File: config.mk
export PLATFORM = sky130hd
export DESIGN_NAME = host_bus_if
export DESIGN_NICKNAME = d
export VERILOG_FILES = /design/src/rtl/host_bus_pkg.sv /design/src/rtl/hbi_mode_detect.sv /design/src/rtl/hbi_strobe_decode.sv /design/src/rtl/hbi_ack_timer.sv /design/src/rtl/hbi_regfile.sv /design/src/rtl/host_bus_if.sv
export SDC_FILE = /design/constraint.sdc
export NUM_CORES = 1
export LEC_CHECK = 0
export ABC_AREA = 0
export ABC_CLOCK_PERIOD_IN_PS = 4900
export CORE_MARGIN = 2
export CORE_UTILIZATION = 43
export DETAILED_ROUTE_END_ITERATION = 6
export MAX_ROUTING_LAYER = met4
export PLACE_DENSITY = 0.81
export SYNTH_ARGS = -nofsm -noshare
export SYNTH_HDL_FRONTEND = slang
export SYNTH_SLANG_ARGS = --single-unit
export TNS_END_PERCENT = 50
File: constraint.sdc
create_clock -name clk -period 4.9 [get_ports clk]
set_input_delay 1.225 -clock clk [delete_from_list [all_inputs] [get_ports clk]]
set_output_delay 1.225 -clock clk [all_outputs]
set_load 0.02 [all_outputs]
File: src/rtl/host_bus_pkg.sv
package host_bus_pkg;

    typedef enum logic [1:0] {
        BUS_PLAIN    = 2'd0,
        BUS_MUX_DS   = 2'd1,
        BUS_MUX_RDWR = 2'd2
    } bus_kind_e;

    typedef struct packed {
        logic active;
        logic read;
    } bus_req_t;

    localparam int REG_MODE  = 0;
    localparam int REG_CTRL  = 1;
    localparam int REG_ALIGN = 2;
    localparam int REG_OFFS  = 3;

    function automatic int unsigned loc_count(input logic [1:0] rate);
        case (rate)
            2'd0:    return 32;
            2'd1:    return 64;
            default: return 128;
        endcase
    endfunction

endpackage

File: src/rtl/hbi_mode_detect.sv
module hbi_mode_detect
    import host_bus_pkg::*;
#(
    parameter int ADDR_W = 8
) (
    input  logic              clk,
    input  logic              rst,
    input  logic              im_i,
    input  logic              as_i,
    input  logic              ds_rd_i,
    input  logic [ADDR_W-1:0] dat_lo_i,
    input  logic [ADDR_W-1:0] addr_i,
    output bus_kind_e         kind_o,
    output logic [ADDR_W-1:0] addr_o
);
    logic              as_q;
    bus_kind_e         mux_kind_q;
    logic [ADDR_W-1:0] mux_addr_q;

    always_ff @(posedge clk) begin
        if (rst) begin
            as_q       <= 1'b0;
            mux_kind_q <= BUS_MUX_DS;
            mux_addr_q <= '0;
        end else begin
            as_q <= as_i;
            if (im_i && as_i && !as_q)
                mux_kind_q <= ds_rd_i ? BUS_MUX_RDWR : BUS_MUX_DS;
            if (im_i && as_i)
                mux_addr_q <= dat_lo_i;
        end
    end

    assign kind_o = im_i ? mux_kind_q : BUS_PLAIN;
    assign addr_o = im_i ? mux_addr_q : addr_i;

endmodule

File: src/rtl/hbi_strobe_decode.sv
module hbi_strobe_decode
    import host_bus_pkg::*;
(
    input  bus_kind_e kind_i,
    input  logic      cs_n_i,
    input  logic      ds_rd_i,
    input  logic      rw_i,
    output bus_req_t  req_o
);
    logic strobe;
    logic rd;

    always_comb begin
        case (kind_i)
            BUS_MUX_DS: begin
                strobe = ds_rd_i;
                rd     = rw_i;
            end
            BUS_MUX_RDWR: begin
                strobe = !ds_rd_i || !rw_i;
                rd     = !ds_rd_i;
            end
            default: begin
                strobe = !ds_rd_i;
                rd     = rw_i;
            end
        endcase
        req_o.active = !cs_n_i && strobe;
        req_o.read   = rd;
    end

endmodule

File: src/rtl/hbi_ack_timer.sv
module hbi_ack_timer #(
    parameter int ACK_DLY = 2
) (
    input  logic clk,
    input  logic rst,
    input  logic active_i,
    output logic fire_o,
    output logic ack_o
);
    localparam int CW = $clog2(ACK_DLY + 1);

    logic [CW-1:0] cnt_q;
    logic          ack_q;

    assign fire_o = active_i && (cnt_q == CW'(ACK_DLY - 1));
    assign ack_o  = ack_q;

    always_ff @(posedge clk) begin
        if (rst) begin
            cnt_q <= '0;
            ack_q <= 1'b0;
        end else if (!active_i) begin
            cnt_q <= '0;
            ack_q <= 1'b0;
        end else begin
            if (cnt_q != CW'(ACK_DLY))
                cnt_q <= cnt_q + 1'b1;
            if (fire_o)
                ack_q <= 1'b1;
        end
    end

endmodule

File: src/rtl/hbi_regfile.sv
module hbi_regfile
    import host_bus_pkg::*;
#(
    parameter int DATA_W   = 16,
    parameter int ADDR_W   = 8,
    parameter int STREAM_W = 5
) (
    input  logic                       clk,
    input  logic                       rst,
    input  logic [ADDR_W-1:0]          addr_i,
    input  logic                       active_i,
    input  logic                       read_i,
    input  logic                       fire_i,
    input  logic [DATA_W-1:0]          wdata_i,
    input  logic [DATA_W-1:0]          align_i,
    input  logic [DATA_W-1:0]          mem_rdata_i,
    output logic                       mem_req_o,
    output logic                       mem_we_o,
    output logic                       mem_sel_o,
    output logic [STREAM_W+ADDR_W-2:0] mem_addr_o,
    output logic [DATA_W-1:0]          mem_wdata_o,
    output logic [DATA_W-1:0]          rdata_o,
    output logic [DATA_W-1:0]          mode_o,
    output logic [DATA_W-1:0]          offs_o
);
    localparam int OFF_W   = ADDR_W - 1;
    localparam int SEL_BIT = STREAM_W;

    logic [DATA_W-1:0]   mode_q;
    logic [STREAM_W:0]   ctrl_q;
    logic [DATA_W-1:0]   offs_q;
    logic                is_mem;
    logic [OFF_W-1:0]    off;
    logic                in_range;
    logic                reg_wr;

    assign is_mem   = addr_i[ADDR_W-1];
    assign off      = addr_i[OFF_W-1:0];
    assign in_range = int'(off) < loc_count(mode_q[1:0]);
    assign reg_wr   = fire_i && !read_i && !is_mem;

    assign mem_sel_o   = ctrl_q[SEL_BIT];
    assign mem_addr_o  = {ctrl_q[STREAM_W-1:0], off};
    assign mem_wdata_o = wdata_i;
    assign mem_req_o   = active_i && is_mem && in_range;
    assign mem_we_o    = fire_i && !read_i && is_mem && in_range && !ctrl_q[SEL_BIT];

    assign mode_o = mode_q;
    assign offs_o = offs_q;

    always_ff @(posedge clk) begin
        if (rst) begin
            mode_q <= '0;
            ctrl_q <= '0;
            offs_q <= '0;
        end else if (reg_wr) begin
            case (off)
                OFF_W'(REG_MODE): mode_q <= wdata_i;
                OFF_W'(REG_CTRL): ctrl_q <= wdata_i[STREAM_W:0];
                OFF_W'(REG_OFFS): offs_q <= wdata_i;
                default: ;
            endcase
        end
    end

    always_comb begin
        rdata_o = '0;
        if (is_mem) begin
            if (in_range)
                rdata_o = mem_rdata_i;
        end else begin
            case (off)
                OFF_W'(REG_MODE):  rdata_o = mode_q;
                OFF_W'(REG_CTRL):  rdata_o = DATA_W'(ctrl_q);
                OFF_W'(REG_ALIGN): rdata_o = align_i;
                OFF_W'(REG_OFFS):  rdata_o = offs_q;
                default:           rdata_o = '0;
            endcase
        end
    end

endmodule

File: src/rtl/host_bus_if.sv
module host_bus_if
    import host_bus_pkg::*;
#(
    parameter int DATA_W   = 16,
    parameter int ADDR_W   = 8,
    parameter int STREAM_W = 5,
    parameter int ACK_DLY  = 2
) (
    input  logic                       clk,
    input  logic                       rst,
    input  logic                       im_i,
    input  logic                       cs_n_i,
    input  logic                       as_i,
    input  logic                       ds_rd_i,
    input  logic                       rw_i,
    input  logic [ADDR_W-1:0]          addr_i,
    input  logic [DATA_W-1:0]          dat_i,
    output logic [DATA_W-1:0]          dat_o,
    output logic                       dat_oe_o,
    output logic                       ack_o,
    output logic                       mem_req_o,
    output logic                       mem_we_o,
    output logic                       mem_sel_o,
    output logic [STREAM_W+ADDR_W-2:0] mem_addr_o,
    output logic [DATA_W-1:0]          mem_wdata_o,
    input  logic [DATA_W-1:0]          mem_rdata_i,
    input  logic [DATA_W-1:0]          align_i,
    output logic [DATA_W-1:0]          mode_reg_o,
    output logic [DATA_W-1:0]          offset_reg_o
);
    bus_kind_e         kind_s;
    logic [ADDR_W-1:0] addr_s;
    bus_req_t          req_s;
    logic              fire_s;
    logic [DATA_W-1:0] rdata_s;
    logic [DATA_W-1:0] dat_q;

    hbi_mode_detect #(.ADDR_W(ADDR_W)) u_mode (
        .clk      (clk),
        .rst      (rst),
        .im_i     (im_i),
        .as_i     (as_i),
        .ds_rd_i  (ds_rd_i),
        .dat_lo_i (dat_i[ADDR_W-1:0]),
        .addr_i   (addr_i),
        .kind_o   (kind_s),
        .addr_o   (addr_s)
    );

    hbi_strobe_decode u_strobe (
        .kind_i  (kind_s),
        .cs_n_i  (cs_n_i),
        .ds_rd_i (ds_rd_i),
        .rw_i    (rw_i),
        .req_o   (req_s)
    );

    hbi_ack_timer #(.ACK_DLY(ACK_DLY)) u_ack (
        .clk      (clk),
        .rst      (rst),
        .active_i (req_s.active),
        .fire_o   (fire_s),
        .ack_o    (ack_o)
    );

    hbi_regfile #(
        .DATA_W   (DATA_W),
        .ADDR_W   (ADDR_W),
        .STREAM_W (STREAM_W)
    ) u_regs (
        .clk         (clk),
        .rst         (rst),
        .addr_i      (addr_s),
        .active_i    (req_s.active),
        .read_i      (req_s.read),
        .fire_i      (fire_s),
        .wdata_i     (dat_i),
        .align_i     (align_i),
        .mem_rdata_i (mem_rdata_i),
        .mem_req_o   (mem_req_o),
        .mem_we_o    (mem_we_o),
        .mem_sel_o   (mem_sel_o),
        .mem_addr_o  (mem_addr_o),
        .mem_wdata_o (mem_wdata_o),
        .rdata_o     (rdata_s),
        .mode_o      (mode_reg_o),
        .offs_o      (offset_reg_o)
    );

    always_ff @(posedge clk) begin
        if (rst)
            dat_q <= '0;
        else if (fire_s && req_s.read)
            dat_q <= rdata_s;
    end

    assign dat_o    = dat_q;
    assign dat_oe_o = ack_o && req_s.read;

endmodule

==> impl.org <==
** Clock network
- Clock-pin slew was measured on the worst setup and hold paths at 0.07 ns.
- Clock H-tree levels :: 3
- The tree is rooted in a sky130_fd_sc_hd__clkbuf_8.
- After clock tree synthesis, the flow added hold-fix buffers numbering 0.
- At the later pin of the worst-skew pair, clock insertion delay measures 0.33 ns.
- Clock tree synthesis found a total of 68 sinks.
- Total clock buffers created by CTS :: 9
- The longest clock path from root to sink contains 2 buffers.
- TritonCTS clock tree :: built

** Timing
- Number of endpoints with negative hold slack in the final report :: 0
- Static timing analysis puts the maximum clock frequency at 210 MHz.
- Clock tree skew after final layout :: 0.0135 ns
- RSZ-0062 raised after global routing :: false
- The final critical path takes up 97.1% of the cycle.
- In this run the tightest slew margin relative to its limit is 42.3%.
- After layout, the worst setup slack is 0.144 ns.
- The max-slew violation total from the final report came to 0.
- Shortest period the worst path allows :: 4.76 ns
- For the pin with the worst max-slew slack, the measured transition is 0.865 ns.
- Endpoints failing setup :: 0

** Drt
- In the final routed layout, each cell accounts on average for 16.8 um.
- After detailed routing, the number of remaining DRC violations is 0.
- For this block, the via count after detailed routing is 3269.
- Initial DRT Pass Iterations :: 6
- Summed over all layers, the routed wires come to 10.2 mm.
- In this run the remaining antenna-violating nets after routing total 0.
- After detailed routing, the number of vias per cell comes to 5.37.
- The first routing iteration left 211 violations.

** Logic synthesis
- When the netlist entered floorplanning its net count stood at 447.
- The largest total area in the synthesized netlist belongs to sky130_fd_sc_hd__dfxtp_1.
- Number of flops mapped to enable cells by yosys :: 0
- Area share of the leading cell type in the synthesized netlist :: 39.6%
- After synthesis, the mean cell area works out to 9.07 um^2.
- Main area contributors after synthesis :: sky130_fd_sc_hd__dfxtp_1, sky130_fd_sc_hd__mux2i_1, sky130_fd_sc_hd__nor2_1
- In the synthesized netlist the async set-or-reset flop fraction comes to 0%.
- Synthesis warning total :: 0
- Sequential share of the synthesized area :: 39.6%
- Main synth FF type :: sky130_fd_sc_hd__dfxtp_1
- The synthesized design contains 68 register bits.
- Synthesis produced 379 cells.
- The mapped netlist covers 0.00344 mm^2.
- Synthesis instantiated 45 different standard cells from the library.

** Setup path
- STA puts the critical path data required time at 3.67 ns.
- The worst setup path is launched from an input port.
- The critical path is of the input port to output pin type.
- Critical Path End Type :: output pin
- In this run the worst path has a maximum fanout of 7.
- Origin of the worst setup path :: im_i
- At the worst endpoint, the arrival time is 3.53 ns.
- The startpoint identified for the worst register-to-register timing path is u_mode.mux_kind_q[0].

** Floorplanning
- Die outline area :: 0.00872 mm^2
- Top-Level Pins :: 144
- Total core area :: 0.00773 mm^2
- For this configuration, the core starts out at a cell density of 44.5%.
- The floorplan step set the die width to 93.4 um.
- DIE HEIGHT :: 93.4 um
- Number of placement rows :: 32

** Global route
- The first global-routing pass estimated 16.1 mm of wire.
- The initial antenna violation count is 0.
- Maximum number of pins on one net before global-route repair :: 50
- Summed over all layers, the global routing overflow is 0.
- Global routing consumed, over all layers together, 24.1% of the routing resources.
- The via count of the first global-routing pass was 3089.

** Finish
- Share of cells above drive strength 1 :: 8.28%
- The library cell used most frequently in the layout, excluding fill and tap cells, is sky130_fd_sc_hd__clkdlybuf4s50_1.
- Most used cells in the layout excluding fill and tap cells :: sky130_fd_sc_hd__clkdlybuf4s50_1, sky130_fd_sc_hd__dfxtp_1, sky130_fd_sc_hd__nor2_1, sky130_fd_sc_hd__mux2i_1, sky130_fd_sc_hd__nand2_1
- Relative area change from synthesis to final layout :: 44.9%
- For this run, the post-layout net count is 570.
- N_diodes :: 0

** Hold path
- Startpoint of the lowest-slack hold path :: u_mode.mux_addr_q[2]
- The min-delay analysis places its worst path in the category flop to flop.

** Placement
- Number of port buffers :: 143
- Once detailed placement completed, the half-perimeter wirelength came to 7.40 mm.
- OpenSTA, run right after detailed placement, puts the worst setup slack at -0.0595 ns.
- At the end of routability-driven placement, the weighted congestion stood at 0.867.

** Power
- Pwr Density :: 231 mW/mm^2
- Leakage power of the design :: 2.03 nW
- Worst IR Drop VDD :: 0.000139 V
- The completed layout was analyzed and its total power is 1.15 mW.

** Status
- The run finished with clean final reports.

** Run
- Across the run, the number of max-cap violations was 0.
==> cell families (layout without fill, tap and decap cells) <==
group           count (synthesis)  after routing  share of synthesized area, %
simple gates                  114            114                          15.4
compound gates                 98             98                          21.2
flops                          68             68                          39.6
buf+inv                        47            175                          7.76
mux                            46             46                          13.9
fa+ha+maj                       5              5                          1.82
xor+xnor                        1              1                         0.255
==> sequential cells by signal (all words and copies together) (netlist names) <==
| signal | cells |
|---|---|
| dat_o | 16 |
| u_mode.mux_addr_q | 8 |
| u_regs.ctrl_q | 6 |
| u_ack.cnt_q | 2 |
| u_regs.mode_o | 16 |
| u_ack.ack_o | 1 |
| u_mode.mux_kind_q | 2 |
| u_regs.offs_o | 16 |
| u_mode.as_q | 1 |
==> layout make-up <==
class                      count  area (um^2)
fill                         643         2750
multi-input combinational    264         1810
timing repair buffer         151         1490
sequential                    68         1360
clock buffer                  12          135
tap                          102          128
inverter                       8         30.0
clock inverter                 4         26.3
==> cell usage after synthesis (all sizes together) (2+ instances only) <==
library cell,count
nor4b,3
o21ai,20
nand2b,7
o2111ai,3
a31oi,6
nor2,53
a21o,6
and2,2
o21bai,2
a22oi,12
nand3,9
clkbuf,13
inv,8
mux2i,41
mux2,5
dfxtp,68
a222oi,10
o21a,10
ha,5
a21oi,24
buf,26
nand2,33
==> path summary, 6_finish.rpt <==
check	cells past startpoint	end	slack (ns)
hold reg to reg	2	u_mode.mux_addr_q[2]	0.48
setup reg to reg	9	u_regs.mode_o[2]	2.50
hold / removal	2	u_mode.mux_addr_q[2]	0.48
setup / recovery	10	mem_req_o	0.14
==> metal layers <==
layer	share of wire, %	vias up	global-route usage, %
met5	0	-	-
met4	1.5	0	7.72
li1	-	1588	-
met3	4.1	13	2.98
met2	50	110	38.7
met1	44	1558	31.9
==> power breakdown <==
group / internal [mW] / switching (mW)
clock network: 0.184 / 0.205
logic: 0.0974 / 0.101
registers: 0.559 / 0.00523
==> worst max-delay path, cell delays in order <==
cell and delay [ns]:
sky130_fd_sc_hd__clkdlybuf4s50_1 0.45, sky130_fd_sc_hd__buf_4 0.18, sky130_fd_sc_hd__and2_1 0.17, sky130_fd_sc_hd__inv_1 0.06, sky130_fd_sc_hd__ha_1 0.32, sky130_fd_sc_hd__nand2b_1 0.10, sky130_fd_sc_hd__a21oi_1 0.15, sky130_fd_sc_hd__o21bai_1 0.10
sky130_fd_sc_hd__nor3_1 0.14, sky130_fd_sc_hd__clkdlybuf4s50_1 0.63
==> through the flow <==
step / setup TNS, ns / hold slack (ns) / std cells / instance area [um^2] / util, %
after floorplan: 0 / 0.446 / 379 / 3440 / -
after global placement: 0 / 0.462 / 593 / 4820 / 62.4
after detailed placement: -0.0595 / 0.466 / 593 / 4820 / 62.4
after CTS: 0 / 0.478 / 609 / 4980 / 64.4
after global routing: 0 / 0.494 / 609 / 4980 / 64.4
final: 0 / 0.480 / 609 / 4980 / 64.4
==> repair_timing <==
action                                  CTS  global route
endpoints found under the setup margin    1             0
buffers inserted                          0             0
resized for setup                         1             0
Power figures use the tool's default switching activity.
